### src/rtl/dbg_seq_pkg.sv
package dbg_seq_pkg;
  localparam int NCH     = 3;
  localparam int NSTAGE  = 3;
  localparam int CODE_W  = 4;
  localparam int DATA_W  = 8;

  typedef enum logic [2:0] {TGT_NONE, TGT_S1, TGT_S2, TGT_S3, TGT_FIN} tgt_e;
  typedef enum logic [1:0] {ST_IDLE = 2'b00, ST_S1 = 2'b01, ST_S2 = 2'b10, ST_S3 = 2'b11} st_e;
endpackage

### src/rtl/dbg_seq_lut.sv
module dbg_seq_lut
  import dbg_seq_pkg::*;
#(
  parameter int STAGE = 3
) (
  input  logic [CODE_W-1:0] code_i,
  output tgt_e [NCH-1:0]    tgt_o
);
  generate
    if (STAGE == 1) begin : g_s1
      always_comb begin
        for (int c = 0; c < NCH; c++) tgt_o[c] = TGT_NONE;
        case (code_i)
          4'h0: tgt_o[0] = TGT_S2;
          4'h1: tgt_o[1] = TGT_S2;
          4'h2: tgt_o[2] = TGT_S2;
          4'h3: tgt_o[0] = TGT_S3;
          4'h4: tgt_o[1] = TGT_S3;
          4'h5: tgt_o[0] = TGT_FIN;
          4'h6: tgt_o[1] = TGT_FIN;
          4'h7: tgt_o[2] = TGT_FIN;
          4'h8: begin tgt_o[0] = TGT_S2; tgt_o[1] = TGT_FIN; end
          default: ;
        endcase
      end
    end else if (STAGE == 2) begin : g_s2
      always_comb begin
        for (int c = 0; c < NCH; c++) tgt_o[c] = TGT_NONE;
        case (code_i)
          4'h0: tgt_o[0] = TGT_S3;
          4'h1: tgt_o[1] = TGT_S3;
          4'h2: tgt_o[2] = TGT_S3;
          4'h3: tgt_o[0] = TGT_S1;
          4'h4: tgt_o[0] = TGT_FIN;
          4'h5: tgt_o[1] = TGT_FIN;
          4'h6: tgt_o[2] = TGT_FIN;
          4'h7: begin tgt_o[1] = TGT_S1; tgt_o[2] = TGT_FIN; end
          default: ;
        endcase
      end
    end else begin : g_s3
      always_comb begin
        for (int c = 0; c < NCH; c++) tgt_o[c] = TGT_NONE;
        case (code_i)
          4'h0: tgt_o[0] = TGT_S1;
          4'h1: begin tgt_o[1] = TGT_FIN; tgt_o[2] = TGT_S2;  end
          4'h2: begin tgt_o[1] = TGT_S1;  tgt_o[0] = TGT_FIN; end
          4'h3: begin tgt_o[2] = TGT_S1;  tgt_o[1] = TGT_FIN; end
          4'h4: tgt_o[1] = TGT_S2;
          4'h5: tgt_o[1] = TGT_FIN;
          4'h6: begin tgt_o[0] = TGT_FIN; tgt_o[2] = TGT_S2;  end
          4'h7: tgt_o[0] = TGT_FIN;
          4'hA: begin tgt_o[0] = TGT_FIN; tgt_o[1] = TGT_S1;  tgt_o[2] = TGT_S1;  end
          4'hD: begin tgt_o[0] = TGT_S1;  tgt_o[1] = TGT_FIN; tgt_o[2] = TGT_FIN; end
          4'hE: begin tgt_o[2] = TGT_FIN; tgt_o[0] = TGT_S2;  end
          default: ; // reserved: no move
        endcase
      end
    end
  endgenerate
endmodule

### src/rtl/dbg_seq_prio.sv
module dbg_seq_prio
  import dbg_seq_pkg::*;
(
  input  logic           clk_i,
  input  logic           rst_ni,
  input  logic [NCH-1:0] hit_i,
  input  tgt_e [NCH-1:0] tgt_i,
  output tgt_e           tgt_o
);
  logic [NCH-1:0] fin_v;
  logic [NCH-1:0] mov_v;

  for (genvar c = 0; c < NCH; c++) begin : g_flag
    assign fin_v[c] = hit_i[c] && (tgt_i[c] == TGT_FIN);
    assign mov_v[c] = hit_i[c] && (tgt_i[c] != TGT_NONE);
  end

  always_comb begin
    tgt_o = TGT_NONE;
    for (int c = NCH - 1; c >= 0; c--)
      if (mov_v[c]) tgt_o = tgt_i[c];  // lowest channel ends up last
    if (|fin_v) tgt_o = TGT_FIN;
  end

  a_r10_final_wins: assert property (@(posedge clk_i) disable iff (!rst_ni)
    (|fin_v) |-> (tgt_o == TGT_FIN));
  a_r10_low_channel: assert property (@(posedge clk_i) disable iff (!rst_ni)
    (mov_v[0] && !(|fin_v)) |-> (tgt_o == tgt_i[0]));
  a_r9_idle_no_move: assert property (@(posedge clk_i) disable iff (!rst_ni)
    (mov_v == '0) |-> (tgt_o == TGT_NONE));
endmodule

### src/rtl/dbg_seq_regs.sv
module dbg_seq_regs
  import dbg_seq_pkg::*;
#(
  parameter int              ADDR_W   = 8,
  parameter logic [ADDR_W-1:0] CTRL_OFS = 8'h26,
  parameter logic [ADDR_W-1:0] WIN_OFS  = 8'h27,
  parameter logic [ADDR_W-1:0] ENA_OFS  = 8'h28
) (
  input  logic                          clk_i,
  input  logic                          rst_ni,
  input  logic                          we_i,
  input  logic [ADDR_W-1:0]             addr_i,
  input  logic [DATA_W-1:0]             wdata_i,
  input  logic                          armed_i,
  input  st_e                           state_i,
  output logic [DATA_W-1:0]             rdata_o,
  output logic [NSTAGE-1:0][CODE_W-1:0] code_o,
  output logic [NCH-1:0]                ena_o,
  output logic                          ctl_wr_o,
  output logic                          arm_req_o
);
  localparam logic [1:0] BANK_STAT = 2'b11;

  logic [1:0]                    bank_q;
  logic [NSTAGE-1:0][CODE_W-1:0] code_q;
  logic [NCH-1:0]                ena_q;
  logic                          win_wr, ena_wr;

  assign ctl_wr_o  = we_i && (addr_i == CTRL_OFS);
  assign arm_req_o = wdata_i[DATA_W-1];
  assign win_wr    = we_i && (addr_i == WIN_OFS) && !armed_i && (bank_q != BANK_STAT);
  assign ena_wr    = we_i && (addr_i == ENA_OFS) && !armed_i;

  always_ff @(posedge clk_i or negedge rst_ni) begin
    if (!rst_ni) begin
      bank_q <= '0;
      code_q <= '0;
      ena_q  <= '0;
    end else begin
      if (ctl_wr_o) bank_q <= wdata_i[1:0];
      if (win_wr)   code_q[bank_q] <= wdata_i[CODE_W-1:0];
      if (ena_wr)   ena_q <= wdata_i[NCH-1:0];
    end
  end

  always_comb begin
    rdata_o = '0;
    if (addr_i == CTRL_OFS) begin
      rdata_o[DATA_W-1] = armed_i;
      rdata_o[1:0]      = bank_q;
    end else if (addr_i == WIN_OFS) begin
      if (bank_q == BANK_STAT) begin
        rdata_o[DATA_W-1] = armed_i;
        rdata_o[1:0]      = state_i;
      end else begin
        rdata_o[CODE_W-1:0] = code_q[bank_q];
      end
    end else if (addr_i == ENA_OFS) begin
      rdata_o[NCH-1:0] = ena_q;
    end
  end

  assign code_o = code_q;
  assign ena_o  = ena_q;

  a_r4_codes_locked: assert property (@(posedge clk_i) disable iff (!rst_ni)
    armed_i |=> $stable(code_q));
  a_r4_ena_locked: assert property (@(posedge clk_i) disable iff (!rst_ni)
    armed_i |=> $stable(ena_q));
endmodule

### src/rtl/dbg_seq_fsm.sv
module dbg_seq_fsm
  import dbg_seq_pkg::*;
(
  input  logic clk_i,
  input  logic rst_ni,
  input  logic ctl_wr_i,
  input  logic arm_req_i,
  input  logic hit_any_i,
  input  tgt_e tgt_i,
  output st_e  state_o,
  output logic armed_o,
  output logic trig_o
);
  st_e  state_q;
  logic armed_q, trig_q;

  always_ff @(posedge clk_i or negedge rst_ni) begin
    if (!rst_ni) begin
      state_q <= ST_IDLE;
      armed_q <= 1'b0;
      trig_q  <= 1'b0;
    end else begin
      trig_q <= 1'b0;
      if (ctl_wr_i) begin
        if (!arm_req_i) begin
          armed_q <= 1'b0;
          state_q <= ST_IDLE;
        end else if (!armed_q) begin
          armed_q <= 1'b1;
          state_q <= ST_S1;
        end
      end else if (armed_q) begin
        case (tgt_i)
          TGT_S1:  state_q <= ST_S1;
          TGT_S2:  state_q <= ST_S2;
          TGT_S3:  state_q <= ST_S3;
          TGT_FIN: begin
            state_q <= ST_IDLE;
            armed_q <= 1'b0;
            trig_q  <= 1'b1;
          end
          default: ;
        endcase
      end
    end
  end

  assign state_o = state_q;
  assign armed_o = armed_q;
  assign trig_o  = trig_q;

  a_r11_trig_single: assert property (@(posedge clk_i) disable iff (!rst_ni)
    trig_q |=> !trig_q);
  a_r11_trig_disarmed: assert property (@(posedge clk_i) disable iff (!rst_ni)
    trig_q |-> (!armed_q && state_q == ST_IDLE));
  a_r2_idle_when_off: assert property (@(posedge clk_i) disable iff (!rst_ni)
    !armed_q |-> (state_q == ST_IDLE));
  a_r5_hold_no_hit: assert property (@(posedge clk_i) disable iff (!rst_ni)
    (armed_q && !ctl_wr_i && !hit_any_i) |=> (state_q == $past(state_q) && !trig_q));
  a_r12_write_wins: assert property (@(posedge clk_i) disable iff (!rst_ni)
    (ctl_wr_i && !arm_req_i) |=> (!armed_q && !trig_q));
endmodule

### src/rtl/dbg_seq_top.sv
module dbg_seq_top
  import dbg_seq_pkg::*;
#(
  parameter int              ADDR_W   = 8,
  parameter logic [ADDR_W-1:0] CTRL_OFS = 8'h26,
  parameter logic [ADDR_W-1:0] WIN_OFS  = 8'h27,
  parameter logic [ADDR_W-1:0] ENA_OFS  = 8'h28
) (
  input  logic              clk_i,
  input  logic              rst_ni,
  input  logic              bus_we_i,
  input  logic [ADDR_W-1:0] bus_addr_i,
  input  logic [7:0]        bus_wdata_i,
  output logic [7:0]        bus_rdata_o,
  input  logic [2:0]        match_i,
  output logic              trig_o,
  output logic              armed_o
);
  logic [NSTAGE-1:0][CODE_W-1:0] code;
  logic [NCH-1:0]                ena, hit;
  logic                          ctl_wr, arm_req, armed;
  st_e                           state;
  tgt_e [NCH-1:0]                tgt_all [NSTAGE];
  tgt_e [NCH-1:0]                tgt_cur;
  tgt_e                          tgt_win;

  dbg_seq_regs #(
    .ADDR_W(ADDR_W), .CTRL_OFS(CTRL_OFS), .WIN_OFS(WIN_OFS), .ENA_OFS(ENA_OFS)
  ) u_regs (
    .clk_i, .rst_ni,
    .we_i(bus_we_i), .addr_i(bus_addr_i), .wdata_i(bus_wdata_i),
    .armed_i(armed), .state_i(state), .rdata_o(bus_rdata_o),
    .code_o(code), .ena_o(ena), .ctl_wr_o(ctl_wr), .arm_req_o(arm_req)
  );

  for (genvar g = 0; g < NSTAGE; g++) begin : g_lut
    dbg_seq_lut #(.STAGE(g + 1)) u_lut (.code_i(code[g]), .tgt_o(tgt_all[g]));
  end

  always_comb begin
    for (int c = 0; c < NCH; c++) tgt_cur[c] = TGT_NONE;
    case (state)
      ST_S1:   tgt_cur = tgt_all[0];
      ST_S2:   tgt_cur = tgt_all[1];
      ST_S3:   tgt_cur = tgt_all[2];
      default: ;
    endcase
  end

  assign hit = match_i & ena;

  dbg_seq_prio u_prio (
    .clk_i, .rst_ni, .hit_i(hit), .tgt_i(tgt_cur), .tgt_o(tgt_win)
  );

  dbg_seq_fsm u_fsm (
    .clk_i, .rst_ni,
    .ctl_wr_i(ctl_wr), .arm_req_i(arm_req), .hit_any_i(|hit), .tgt_i(tgt_win),
    .state_o(state), .armed_o(armed), .trig_o(trig_o)
  );

  assign armed_o = armed;
endmodule

### config.mk
export PLATFORM = sky130hd
export DESIGN_NAME = dbg_seq_top
export DESIGN_NICKNAME = d
export VERILOG_FILES = /design/src/rtl/dbg_seq_pkg.sv /design/src/rtl/dbg_seq_lut.sv /design/src/rtl/dbg_seq_prio.sv /design/src/rtl/dbg_seq_regs.sv /design/src/rtl/dbg_seq_fsm.sv /design/src/rtl/dbg_seq_top.sv
export SDC_FILE = /design/constraint.sdc
export NUM_CORES = 1
export LEC_CHECK = 0
export BUFFER_PORTS_ARGS = -buffer_cell sky130_fd_sc_hd__buf_2
export CELL_PAD_IN_SITES_DETAIL_PLACEMENT = 0
export CELL_PAD_IN_SITES_GLOBAL_PLACEMENT = 1
export CORE_MARGIN = 5
export CORE_UTILIZATION = 38
export CTS_BUF_LIST = sky130_fd_sc_hd__clkbuf_16
export CTS_CLUSTER_DIAMETER = 150
export DETAILED_ROUTE_END_ITERATION = 7
export PLACE_DENSITY = 0.78
export SLEW_MARGIN = 20
export SYNTH_ARGS = -nofsm -noshare
export SYNTH_HDL_FRONTEND = slang
export SYNTH_SLANG_ARGS = --single-unit
### constraint.sdc
create_clock -name clk_i -period 1.9 [get_ports clk_i]
set_input_delay 0.095 -clock clk_i [delete_from_list [all_inputs] [get_ports clk_i]]
set_output_delay 0.095 -clock clk_i [all_outputs]
set_load 0.05 [all_outputs]
==> results.yml <==
outcome:
  status: "complete, but fails checks"
  violations: "setup timing"
hold_path:
  hold_path.class: "input pin to register"
sta:
  finalSetupViolCount: 3
  fmax_ghz: 0.451
  fin_crit_ns: 2.22
  hold_violations: 0
  rsz0062_at_grt: "yes"
  finalCritPeriodShare: 1.17
  finalClockSkew_ns: 0.00158
  slew_viol_final: 0
  fin_ws_ns: -0.319
  tns_ns: -0.811
routing:
  drt-initial-drc-count: 155
  drt-wirelength-per-cell_um: 16.8
  drt_first_pass_iters: 4
  ant_nets: 0
  vias: 1688
  route.detailed.drc: 0
  routed_wl_um: 5020
  drt-vias-per-instance: 5.65
power_and_ir_drop:
  vdd_drop_max_mv: 0.307
  pwr-share-comb: 0.146
  clock_power_share: 0.416
  p_int_mw: 0.809
  power.density_nw_per_um2: 452
  p_sw_frac: 0.246
  total_power_mw: 1.07
  seq_power_share: 0.438
  leakage_nw: 1.07
  p_switching_mw: 0.263
synth:
  synth_area_um2: 1690
  synth-seq-cells: 21
  syn-instance-count: 180
  synth.avg_cell_area_um2: 9.41
  synth_top_area_cell: "dfrtp_1"
  synth_flop_cell: "dfrtp_1"
  synth.most_common_cell: "dfrtp_1"
  synthTopCellsByArea: "dfrtp_1 31%, mux2_2 13%, nand2_1 4.4%, mux2i_1 3.0%, nor2_1 2.7%"
  yosys_warnings: 0
  async_flop_share: 1.00
  yosysUniqueCellTypes: 58
  yosys-top-cells-count: "21 x dfrtp_1, 20 x nand2_1, 19 x mux2_2"
  synth_top_area_share: 0.310
  ys_seq_area_frac: 0.310
  synth-edff-count: 0
global_route:
  grt_pass1_wl_um: 8150
  antenna_found_initial: 0
  grt_max_degree: 22
  grt_overflow: 0
  grt_usage: 0.165
  grt_pass1_vias: 1691
layout:
  drive_gt1_frac: 0.486
  area_growth_pct: 39.9
  antenna_cells: 0
  instances_no_fill: 299
  final_nets: 270
critical_path:
  crit_path_end_kind: "register"
  critPathRequiredTime_ns: 2.04
  crit_path_max_fanout: 8
  slowest_stage: "or4b_4"
  critPathKind: "register to register"
  arrival_ns: 2.36
  cp-start-kind: "register"
  path_cells: "or4b_4 > nor3_1 > o311ai_2 > o211a_1 > and4_4 > nor4_1"
  max_stage_delay_ns: 0.54
die:
  io_pins: 32
  fp.dieH_um: 76.8
  start_util: 0.389
  design.die.area_um2: 5890
  row_count: 24
  die_w_um: 76.8
  core_area_um2: 4350
clock_network:
  cts_max_path_buffers: 2
  cts_made_buffers: 3
  cts.clk_slew.worst_paths_ns: 0.06
  htreeDepth: 1
  cts_tree: "done"
  numClockSinks: 21
  clock_latency_ns: 0.25
  cts_root_buffer: "clkbuf_16"
placement:
  gp_congestion: 0.924
  portBuffers: 25
  pre_cts_ws_ns: -0.386
  placedCellCount: 293
  dpl.hpwl_um: 3990
run:
  drv_cap: 0
layout by cell type (no fill, tap or decap), types with 3 or more instances in the layout:
cell type,count
buf_4,52
buf_2,25
nand2_1,20
dfrtp_1,20
mux2_2,19
nor2_1,12
mux2i_1,5
a21oi_1,4
nand3b_1,4
o211ai_1,4
nand2b_1,4
nor2b_1,3
and3_1,3
nand4_1,3
nand3_1,3
inv_1,3
nor4_1,3
conb_1,3
clkbuf_16,3
sequential cells by signal, indices dropped and copies added (netlist names):
signal and flops:
u_regs.bank_q 2, u_fsm.armed_o 1, u_regs.code_o 12, u_fsm.trig_o 1, u_regs.ena_o 3, u_fsm.state_o 2
final cells by class:
class                   instances  area (um2)
fillers                       388        1980
multi-input cells             142        1170
flip-flops and latches         21         527
repair buffers                 78         526
clock buffers                   3        75.1
well taps                      52        65.1
inverters                       2        7.51
clock inverters                 1        3.75
worst paths after layout:
| check | startpoint | end | slack (ns) | cells past startpoint |
|---|---|---|---|---|
| min reg2reg | u_regs.bank_q[0] | u_regs.bank_q[0] | 0.57 | 2 |
| min | bus_wdata_i[7] | u_fsm.armed_o | 0.08 | 3 |
| min in group asynchronous | rst_ni | u_regs.bank_q[1] | 0.34 | 2 |
| max reg2reg | u_fsm.state_o[1] | u_fsm.state_o[0] | -0.32 | 6 |
| max | u_fsm.state_o[1] | u_fsm.state_o[0] | -0.32 | 6 |
| max in group asynchronous | rst_ni | u_fsm.state_o[1] | 1.20 | 2 |
routing by layer:
layer	track usage	share of wire	up-vias
met1	0.230	0.46	822
met3	0.0211	0.054	13
met2	0.265	0.46	43
met5	0	0	-
met4	0.0490	0.022	0
li1	-	-	810
timing repair:
item / 4_1_cts / 5_1_grt
hold buffers: 1 / 0
setup buffers: 0 / 1
resized for setup: 6 / 10
endpoints found under the setup margin: 3 / 7
pin swaps: 1 / 6
hold endpoints to repair: 21 / 0
per-stage QoR:
step / utilization / instance area [um2] / hold WS (ns)
floorplan: - / 1700 / -0.201
global placement: 0.501 / 2180 / 0.0829
detailed placement: 0.501 / 2180 / 0.0865
CTS: 0.526 / 2290 / 0.0918
global route: 0.544 / 2370 / 0.113
finish: 0.544 / 2370 / 0.0810
cell families (layout without fill, tap and decap cells):
logic type / Yosys count / in the layout / synth area share
flip-flops: 21 / 21 / 0.310
multiplexers: 25 / 25 / 0.169
AND/OR/NAND/NOR: 78 / 78 / 0.281
XOR/XNOR: 2 / 2 / 0.0103
other: 1 / 3 / 0.00221
buffers and inverters: 19 / 84 / 0.0606
AO/OA/AOI/OAI: 34 / 34 / 0.167
power groups by stage:
stage	clock, mW	sequential [mW]	combinational, mW
5_1_grt	0.467	0.471	0.171
3_3_place_gp	0	0.477	0.145
2_1_floorplan	0	0.477	0.0805
3_5_place_dp	0	0.477	0.148
4_1_cts	0.446	0.469	0.151
6_report	0.446	0.470	0.157
critical path: cells and delay by family (launching register included):
| family | cells | cell delay [ns] |
|---|---|---|
| DFF | 1 | 0.45 |
| AOI/OAI and AO/OA | 2 | 0.37 |
| and+or+nand+nor | 4 | 1.28 |
(Power assumes the default switching activity.)
